$ cat src/rtl/clkmul_pkg.sv
package clkmul_pkg;
  localparam int MULT_W = 15;
  localparam int DIV_W  = 8;
  localparam int DATA_W = 32;

  localparam logic [7:0] KEY_FIRST  = 8'hAA;
  localparam logic [7:0] KEY_SECOND = 8'h55;

  typedef enum logic [1:0] {
    SEL_CTRL = 2'd0,
    SEL_CFG  = 2'd1,
    SEL_KEY  = 2'd2,
    SEL_STAT = 2'd3
  } reg_sel_e;

  typedef enum logic [1:0] {
    RNG_TRUSTED = 2'd0,
    RNG_FAST    = 2'd1,
    RNG_SLOW    = 2'd2,
    RNG_SLOW_B  = 2'd3
  } ref_rng_e;

  typedef struct packed {
    logic [MULT_W-1:0] mult;
    logic [DIV_W-1:0]  div;
    logic              en;
    logic              con;
  } clk_set_t;
endpackage

$ cat src/rtl/clkmul_feed.sv
module clkmul_feed
  import clkmul_pkg::*;
(
  input  logic       clk,
  input  logic       rst,
  input  logic       wr_en,
  input  logic       wr_key,
  input  logic [7:0] key_byte,
  output logic       commit_o
);
  logic armed_q;

  assign commit_o = wr_en && wr_key && armed_q && (key_byte == KEY_SECOND);

  always_ff @(posedge clk) begin
    if (rst) begin
      armed_q <= 1'b0;
    end else if (wr_en) begin
      armed_q <= wr_key && (key_byte == KEY_FIRST);
    end
  end
endmodule

$ cat src/rtl/clkmul_settings.sv
module clkmul_settings
  import clkmul_pkg::*;
(
  input  logic              clk,
  input  logic              rst,
  input  logic              wr_ctrl,
  input  logic              wr_cfg,
  input  logic [1:0]        ctrl_bits,
  input  logic [MULT_W-1:0] mult_in,
  input  logic [DIV_W-1:0]  div_in,
  input  logic              commit,
  input  logic              pwr_down,
  output clk_set_t          pend_o,
  output clk_set_t          act_o,
  output logic              en_next_o,
  output logic              restart_o
);
  clk_set_t pend_q;
  clk_set_t act_q;
  clk_set_t act_d;

  always_comb begin
    act_d = act_q;
    if (commit) begin
      act_d = pend_q;
    end
    if (pwr_down) begin
      act_d.en  = 1'b0;
      act_d.con = 1'b0;
    end
  end

  assign restart_o = (act_d.mult != act_q.mult) ||
                     (act_d.div  != act_q.div)  ||
                     (act_d.en   != act_q.en);
  assign en_next_o = act_d.en;

  always_ff @(posedge clk) begin
    if (rst) begin
      pend_q <= '0;
    end else begin
      if (wr_ctrl) begin
        pend_q.en  <= ctrl_bits[0];
        pend_q.con <= ctrl_bits[1];
      end
      if (wr_cfg) begin
        pend_q.mult <= mult_in;
        pend_q.div  <= div_in;
      end
    end
  end

  always_ff @(posedge clk) begin
    if (rst) begin
      act_q <= '0;
    end else begin
      act_q <= act_d;
    end
  end

  assign pend_o = pend_q;
  assign act_o  = act_q;
endmodule

$ cat src/rtl/clkmul_lock.sv
module clkmul_lock
  import clkmul_pkg::*;
#(
  parameter int START_CYC = 50000,
  parameter int REF_CYC   = 200,
  parameter int REF_SYNC  = 2
) (
  input  logic       clk,
  input  logic       rst,
  input  logic       en_next,
  input  logic       restart,
  input  logic       lock_in,
  input  logic [1:0] ref_range,
  input  logic       ref_clk,
  output logic       lock_o
);
  localparam int CNT_MAX = (START_CYC > REF_CYC) ? START_CYC : REF_CYC;
  localparam int CNT_W   = $clog2(CNT_MAX + 1);
  localparam logic [CNT_W-1:0] START_LAST = CNT_W'(START_CYC - 1);
  localparam logic [CNT_W-1:0] REF_LAST   = CNT_W'(REF_CYC - 1);

  logic [REF_SYNC:0] ref_sh_q;
  logic              ref_rise;
  logic [CNT_W-1:0]  cnt_q;
  logic              lock_q;

  always_ff @(posedge clk) begin
    if (rst) begin
      ref_sh_q <= '0;
    end else begin
      ref_sh_q[0] <= ref_clk;
      for (int i = 1; i <= REF_SYNC; i++) begin
        ref_sh_q[i] <= ref_sh_q[i-1];
      end
    end
  end

  assign ref_rise = ref_sh_q[REF_SYNC-1] & ~ref_sh_q[REF_SYNC];

  always_ff @(posedge clk) begin
    if (rst) begin
      cnt_q  <= '0;
      lock_q <= 1'b0;
    end else if (restart || !en_next) begin
      cnt_q  <= '0;
      lock_q <= 1'b0;
    end else begin
      unique case (ref_rng_e'(ref_range))
        RNG_TRUSTED: lock_q <= lock_in;
        RNG_FAST: begin
          if (cnt_q >= START_LAST) lock_q <= 1'b1;
          else                     cnt_q  <= cnt_q + 1'b1;
        end
        default: begin
          if (ref_rise) begin
            if (cnt_q >= REF_LAST) lock_q <= 1'b1;
            else                   cnt_q  <= cnt_q + 1'b1;
          end
        end
      endcase
    end
  end

  assign lock_o = lock_q;
endmodule

$ cat src/rtl/clkmul_ctrl.sv
module clkmul_ctrl
  import clkmul_pkg::*;
#(
  parameter int START_CYC = 50000,
  parameter int REF_CYC   = 200,
  parameter int REF_SYNC  = 2
) (
  input  logic              clk,
  input  logic              rst,
  input  logic              wr_en,
  input  logic              rd_en,
  input  logic [1:0]        addr,
  input  logic [DATA_W-1:0] wdata,
  output logic [DATA_W-1:0] rdata,
  input  logic              pwr_down_req,
  input  logic [1:0]        ref_range,
  input  logic              ref_clk,
  input  logic              lock_in,
  output logic              pll_sel,
  output logic              lock_irq,
  output logic [MULT_W-1:0] act_mult,
  output logic [DIV_W-1:0]  act_div
);
  reg_sel_e          sel;
  logic              wr_ctrl, wr_cfg, wr_key;
  logic              commit_w, restart_w, en_next_w;
  logic              act_en_w, act_con_w;
  logic              lock_w;
  clk_set_t          pend_w, act_w;
  logic [DATA_W-1:0] stat_w, rd_mux;
  logic              unused_bits;

  assign sel     = reg_sel_e'(addr);
  assign wr_ctrl = wr_en && (sel == SEL_CTRL);
  assign wr_cfg  = wr_en && (sel == SEL_CFG);
  assign wr_key  = (sel == SEL_KEY);
  assign unused_bits = ^{wdata[31:24], wdata[15]};

  clkmul_feed u_feed (
    .clk      (clk),
    .rst      (rst),
    .wr_en    (wr_en),
    .wr_key   (wr_key),
    .key_byte (wdata[7:0]),
    .commit_o (commit_w)
  );

  clkmul_settings u_set (
    .clk       (clk),
    .rst       (rst),
    .wr_ctrl   (wr_ctrl),
    .wr_cfg    (wr_cfg),
    .ctrl_bits (wdata[1:0]),
    .mult_in   (wdata[MULT_W-1:0]),
    .div_in    (wdata[16 +: DIV_W]),
    .commit    (commit_w),
    .pwr_down  (pwr_down_req),
    .pend_o    (pend_w),
    .act_o     (act_w),
    .en_next_o (en_next_w),
    .restart_o (restart_w)
  );

  clkmul_lock #(
    .START_CYC (START_CYC),
    .REF_CYC   (REF_CYC),
    .REF_SYNC  (REF_SYNC)
  ) u_lock (
    .clk       (clk),
    .rst       (rst),
    .en_next   (en_next_w),
    .restart   (restart_w),
    .lock_in   (lock_in),
    .ref_range (ref_range),
    .ref_clk   (ref_clk),
    .lock_o    (lock_w)
  );

  assign act_en_w  = act_w.en;
  assign act_con_w = act_w.con;
  assign stat_w = {5'b0, lock_w, act_w.con, act_w.en, act_w.div, 1'b0, act_w.mult};

  always_comb begin
    unique case (sel)
      SEL_CTRL: rd_mux = {30'b0, pend_w.con, pend_w.en};
      SEL_CFG:  rd_mux = {8'b0, pend_w.div, 1'b0, pend_w.mult};
      SEL_STAT: rd_mux = stat_w;
      default:  rd_mux = '0;
    endcase
  end

  always_ff @(posedge clk) begin
    if (rst) begin
      rdata <= '0;
    end else if (rd_en) begin
      rdata <= rd_mux;
    end
  end

  assign pll_sel  = act_en_w & act_con_w;
  assign lock_irq = lock_w;
  assign act_mult = act_w.mult;
  assign act_div  = act_w.div;
endmodule

$ cat config.mk
export PLATFORM = sky130hd
export DESIGN_NAME = clkmul_ctrl
export DESIGN_NICKNAME = d
export VERILOG_FILES = /design/src/rtl/clkmul_pkg.sv /design/src/rtl/clkmul_feed.sv /design/src/rtl/clkmul_settings.sv /design/src/rtl/clkmul_lock.sv /design/src/rtl/clkmul_ctrl.sv
export SDC_FILE = /design/constraint.sdc
export NUM_CORES = 1
export LEC_CHECK = 0
export BUFFER_PORTS_ARGS = -buffer_cell sky130_fd_sc_hd__buf_4
export CAP_MARGIN = 20
export CORE_ASPECT_RATIO = 1.75
export CORE_UTILIZATION = 50
export CTS_CLUSTER_SIZE = 10
export DETAILED_ROUTE_END_ITERATION = 10
export GPL_ROUTABILITY_DRIVEN = 0
export HOLD_SLACK_MARGIN = 0.15
export PLACE_DENSITY = 0.72
export SETUP_SLACK_MARGIN = 0.15
export SLEW_MARGIN = 20
export SYNTH_ARGS = -nofsm -noshare
export SYNTH_HDL_FRONTEND = slang
export SYNTH_SLANG_ARGS = --single-unit
$ cat constraint.sdc
create_clock -name clk -period 2.35 [get_ports clk]
set_input_delay 0.47 -clock clk [delete_from_list [all_inputs] [get_ports clk]]
set_output_delay 0.47 -clock clk [all_outputs]
set_load 0.02 [all_outputs]
After elaboration in Yosys (flattened, before gate mapping)
Cells that the tools add are included.
{"block": "classes", "n_addsub": 1, "multipliers": 0, "n_div": 0, "n_lt_le_gt_ge": 2, "n_eq_ne": 12, "shift": 0, "muxes": 11, "n_bitwise": 4, "reduce_logical": 19}
{"op": "case mux 27 bit (3 select lines)", "n": 1}
{"op": "2-to-1 mux 16 bit", "n": 3}
{"op": "case mux 16 bit (2 select lines)", "n": 1}
{"op": "2-to-1 mux 25 bit", "n": 1}
{"op": "adder 16 x 1 -> 16 bit (second input constant)", "n": 1}
{"op": "greater-or-equal comparator 16 bit (second input constant)", "n": 1}
{"op": "greater-or-equal comparator 16 x 8 -> 1 bit (second input constant)", "n": 1}
{"op": "inequality test 15 bit", "n": 1}
{"op": "== test 8 x 7 -> 1 bit (second input constant)", "n": 1}
{"op": "== test 8 bit (second input constant)", "n": 1}
{"op": "inequality test 8 bit", "n": 1}
{"op": "logical AND 1 bit", "n": 6}
{"op": "nonzero test 3 bit", "n": 2}
{"op": "== test 2 x 1 -> 1 bit (second input constant)", "n": 2}
{"op": "== test 2 bit (second input constant)", "n": 2}
{"op": "zero test 2 bit", "n": 2}
{"op": "inequality test 2 bit (second input constant)", "n": 2}
{"op": "AND reduction 4 bit", "n": 1}
{"op": "OR reduction 2 bit", "n": 2}
{"op": "logical OR 1 bit", "n": 3}
{"op": "2-to-1 mux 1 bit", "n": 3}
{"op": "AND reduction 3 bit", "n": 1}
{"op": "AND 1 bit", "n": 2}
{"op": "2-to-1 mux 2 bit", "n": 1}
{"op": "other kinds (6)", "n": 7}
{"block": "word_totals", "reg_bits": 103, "latch_bits": 0, "ramBits": 0, "mem_bits_ro": 0, "in_bits": 43, "word_cells": 62, "mem_count": 0}

Longest topological paths before layout
{"block": "logic_depth", "word_depth": 10, "mapped_depth": 8}

Cells and area by module
Synthesis repeated with hierarchy kept, for this count alone.
{"block": "hier_totals", "cells_unflattened": 488, "hier_area_um2": 4564.4}
{"module": "clkmul_settings", "instances": 1, "cells_per_inst": 201, "area_each_um2": 2047.0, "seq_area_each_um2": 1001.0}
{"module": "clkmul_ctrl", "instances": 1, "cells_per_inst": 154, "area_each_um2": 1367.6, "seq_area_each_um2": 520.5}
{"module": "clkmul_lock", "instances": 1, "cells_per_inst": 121, "area_each_um2": 1047.3, "seq_area_each_um2": 400.4}
{"module": "clkmul_feed", "instances": 1, "cells_per_inst": 12, "area_each_um2": 102.6, "seq_area_each_um2": 20.0}

Least setup slack after synthesis
OpenSTA, ideal clock, no wires.
{"block": "synth_path", "kind": "input port to flip-flop", "start": "input addr[0]", "end": "register u_lock.cnt_q[10]", "arrival_ns": 1.888, "required_ns": 2.232, "path_slack_ns": 0.344, "path_stages": 8, "n_path_buf": 3, "cell_sequence": "clkbuf_1 -> nor2b_1 -> and3_1 -> nand3_1 -> buf_2 -> o211ai_1 -> buf_2 -> nor2_1"}
{"block": "synth_via", "elab_chain_cells": 10, "word_cells_on_any_way": 14, "cone_classes": "eq/ne: 4; mux: 2; reduce/logical: 8"}
{"element": "from (decl)", "line": "clkmul_ctrl.sv:12", "rtl": "input logic [1:0] addr,"}
{"element": "== test 2 bit *", "line": "clkmul_ctrl.sv:36", "rtl": "assign wr_key = (sel == SEL_KEY);"}
{"element": "logical AND 1 bit * (3 in a row)", "line": "clkmul_feed.sv:13", "rtl": "assign commit_o = wr_en && wr_key && armed_q && (key_byte == KEY_SECOND);"}
{"element": "2-to-1 mux 25 bit *", "line": "clkmul_settings.sv:24", "rtl": "if (commit) begin"}
{"element": "inequality test 15 bit, or another cell as far along", "line": "clkmul_settings.sv:33", "rtl": "assign restart_o = (act_d.mult != act_q.mult) ||"}
{"element": "logical OR 1 bit / inequality test 1 bit (equally long branches)", "line": "clkmul_settings.sv:33, clkmul_settings.sv:35"}
{"element": "logical OR 1 bit", "line": "clkmul_settings.sv:34", "rtl": "(act_d.div != act_q.div) ||"}
{"element": "logical OR 1 bit *", "line": "clkmul_lock.sv:44", "rtl": "end else if (restart || !en_next) begin"}
{"element": "OR reduction 2 bit (no source line) *"}
{"element": "to (signal assigned)", "line": "clkmul_lock.sv:52", "rtl": "else cnt_q <= cnt_q + 1'b1;"}
{"element": "to (signal assigned)", "line": "clkmul_lock.sv:57", "rtl": "else cnt_q <= cnt_q + 1'b1;"}
{"element": "to (decl)", "line": "clkmul_lock.sv:24", "rtl": "logic [CNT_W-1:0] cnt_q;"}
Every way passes the cells marked *; elsewhere a longest branch is shown, timed or not.
A chain may end at the register's enable or synchronous reset.

Worst setup path after layout
{"block": "layout_path", "start": "register u_lock.cnt_q[0]", "end": "register u_lock.cnt_q[11]"}
{"block": "layout_via", "elab_chain_cells": 4, "word_cells_on_any_way": 10, "cone_classes": "add/sub: 1; order compare: 2; eq/ne: 2; mux: 4; reduce/logical: 1"}
{"element": "adder 16 x 1 -> 16 bit", "line": "clkmul_lock.sv:52, clkmul_lock.sv:57"}
{"element": "2-to-1 mux 16 bit", "line": "clkmul_lock.sv:56", "rtl": "if (cnt_q >= REF_LAST) lock_q <= 1'b1;"}
{"element": "2-to-1 mux 16 bit", "line": "clkmul_lock.sv:55", "rtl": "if (ref_rise) begin"}
{"element": "case mux 16 bit (2 select lines)", "line": "clkmul_lock.sv:48", "rtl": "unique case (ref_rng_e'(ref_range))"}
Several ways; a longest one is shown, not always the timed one. The select of a mux whose other input is x is not followed.

==> results.txt <==
Status: finished, final reports clean
EDFF count, synth: 0
Site Rows: 45
Ratio of total power to cell area: 685 nW/um^2
Most frequent cells in the layout: 97 x dfxtp_1, 91 x buf_4, 66 x nor2_1
Max Slew Vio Count: 0
Largest net degree at the start of global routing: 64
Ys async rst share: 0%
Initial Util: 52.0%
Register Area: 1940 um^2
Area of the multi-input gates: 2280 um^2
Post-Route Skew: 0.00435 ns
Commonest non-fill, non-tap cell in the layout: dfxtp_1
Antenna Cells: 0
DR vias: 3610
Crit-path leading delay family: compound AO/OA/AOI/OAI gates
Slowest CP cell: a41o_1
VDD IR max: 0.000504 V
RSZ-0062 raised after global routing: no
Min Tclk post-route: 2.05 ns
Layout Cells excl Fill: 690
Die area: 9480 um^2
Root Driver: clkbuf_16
HPWL after DPL: 7280 um
Syn-to-layout area delta: 19.8%
Fin area: 5440 um^2
Critical Path End Type: flip-flop
Worst slew margin: 57.0%
CP peak stage delay: 0.41 ns
Post-CTS setup buffer count: 0
Placed insts: 674
Overall Power: 3.72 mW
Ports: 100
Avg Cell Area, Syn: 8.74 um^2
Via count of the first global-routing pass: 3510
Worst slack, placed: 0.296 ns
Max-capacitance violation count: 0
Die Span X: 74.0 um
CORE AREA: 8730 um^2
Setup TNS: 0 ns
Yosys warnings: 0
First-pass GRT wire length: 16500 um
Layout Nets: 612
Number of synthesized register bits: 97
Antenna viol nets, final: 0
Post-DP Area: 5050 um^2
Worst-Skew Late Latency: 0.34 ns
Worst Hold Class: input pin to flip-flop
Crit path buffers/inverters: 0
Clk buf depth: 2
Worst-path cell chain: ha_1 -> a41oi_1 -> nand3_1 -> a41o_1 -> nor3_1 -> xnor2_1 -> nor2_1
Synth Cell Area: 4540 um^2
TritonCTS buffer count: 9
Slew at the pin with the worst max-slew slack: 0.645 ns
H-tree Lvls: 3
Crit-path max FO: 11
# hold bufs at CTS: 0
Final setup viols: 0
CTS sink cnt: 97
Initial DRC count: 127
Share of cells above drive strength 1: 24.4%
Sequential area share after synthesis: 42.8%
CP Launch Type: flip-flop
Final period util: 87.3%
Clk pin slew, worst setup/hold paths: 0.07 ns
Fillers: 777
DRT Wirelength: 10300 um
Residual DRC: 0
Critical Path RT: 2.58 ns
Gr usage total: 22.8%
Number of gates resized after cts: 0
Drt pass-1 iters: 4
Synth Flop Type: dfxtp_1
CTS tree: yes
Initial antenna violation count: 0
Crit path kind: flip-flop to flip-flop
WL per Instance: 15.0 um
Worst path setup slack after routing: 0.299 ns
Post-synth cell types: 43
P_leak: 2.39 nW
FMAX: 487 MHz
Buffers on Ports: 84
Fin. Hold Viols: 0
Total gr overflow: 0
Routed vias/inst: 5.23
Synth Instances: 519
Data arrival, critical path: 2.28 ns
Chip height: 128 um
==> path summary, 6_finish.rpt <==
| path | startpoint | endpoint | slack [ns] | cells past startpoint |
|---|---|---|---|---|
| hold / removal | pwr_down_req | u_set.act_o[0]$_SDFFE_PP0N_ | 0.32 | 2 |
| setup / recovery | u_lock.cnt_q[0]$_SDFFE_PP0P_ | u_lock.cnt_q[11]$_SDFFE_PP0P_ | 0.30 | 7 |
| setup reg to reg | u_lock.cnt_q[0]$_SDFFE_PP0P_ | u_lock.cnt_q[11]$_SDFFE_PP0P_ | 0.30 | 7 |
| hold reg to reg | u_lock.ref_sh_q[0]$_SDFF_PP0_ | u_lock.ref_sh_q[1]$_SDFF_PP0_ | 0.44 | 1 |
==> synthesized netlist by cell type (all sizes together), types with 7 or more instances <==
| cell type | count | area (um^2) |
|---|---|---|
| xor2 | 21 | 184 |
| xnor2 | 16 | 140 |
| nand3 | 8 | 40.0 |
| nor3 | 7 | 35.0 |
| nor2 | 67 | 254 |
| a21oi | 54 | 270 |
| nor2b | 26 | 163 |
| dfxtp | 97 | 1940 |
| clkbuf | 22 | 82.6 |
| nand2 | 61 | 231 |
| buf | 36 | 258 |
| mux2i | 25 | 250 |
| mux2 | 23 | 259 |
| nor4 | 7 | 65.1 |
| nand4 | 12 | 75.1 |
==> per-stage QoR <==
step / hold WS, ns / utilization (%)
6_report: 0.321 / 62.3
3_5_place_dp: 0.434 / 57.9
2_1_floorplan: 0.414 / -
5_1_grt: 0.305 / 62.3
3_3_place_gp: 0.425 / 57.9
4_1_cts: 0.310 / 62.2
==> layout make-up <==
| type | instances | area share (%) |
|---|---|---|
| sequential | 97 | 35.7 |
| inverter | 2 | 0.138 |
| clock buffer | 11 | 4.65 |
| tap | 117 | 2.69 |
| timing repair buffer | 91 | 12.6 |
| clock inverter | 5 | 2.30 |
| multi-input combinational | 367 | 41.9 |
==> metal layers <==
| metal | up-vias | track usage (%) | routed length (um) |
|---|---|---|---|
| met2 | 75 | 42.0 | 5650 |
| met3 | 8 | 4.80 | 427 |
| met4 | 0 | 8.94 | 114 |
| met1 | 1715 | 24.4 | 4130 |
| met5 | - | 0 | 0 |
| li1 | 1812 | - | - |
==> registers in the layout, indices dropped and copies added (netlist names) <==
| register | cells |
|---|---|
| rdata | 26 |
| u_set.act_o | 25 |
| u_set.pend_o | 25 |
| u_lock.cnt_q | 16 |
| u_lock.ref_sh_q | 3 |
| u_feed.armed_q | 1 |
| u_lock.lock_o | 1 |
==> worst reg2reg max path, stage by stage (launching register included) <==
cell,delay [ns]
dfxtp_1,0.34
ha_1,0.23
a41oi_1,0.21
nand3_1,0.13
a41o_1,0.41
nor3_1,0.41
xnor2_1,0.16
nor2_1,0.05
==> where the power goes <==
group / total [mW] / internal (mW) / switching (mW)
clock: 1.82 / 1.20 / 0.620
combinational: 0.216 / 0.0906 / 0.126
sequential: 1.68 / 1.66 / 0.0180
total: 3.72 / 2.96 / 0.763
==> kinds of logic after synthesis <==
kind of cell	share of synthesized area, %
AND/OR/NAND/NOR	22.0
flip-flops	42.8
AO/OA/AOI/OAI	8.82
buffers and inverters	7.66
multiplexers	11.2
XOR/XNOR	7.14
adder cells (fa/ha/maj)	0.276
other	0.0826
No activity file was read; power rests on OpenSTA's default activity.
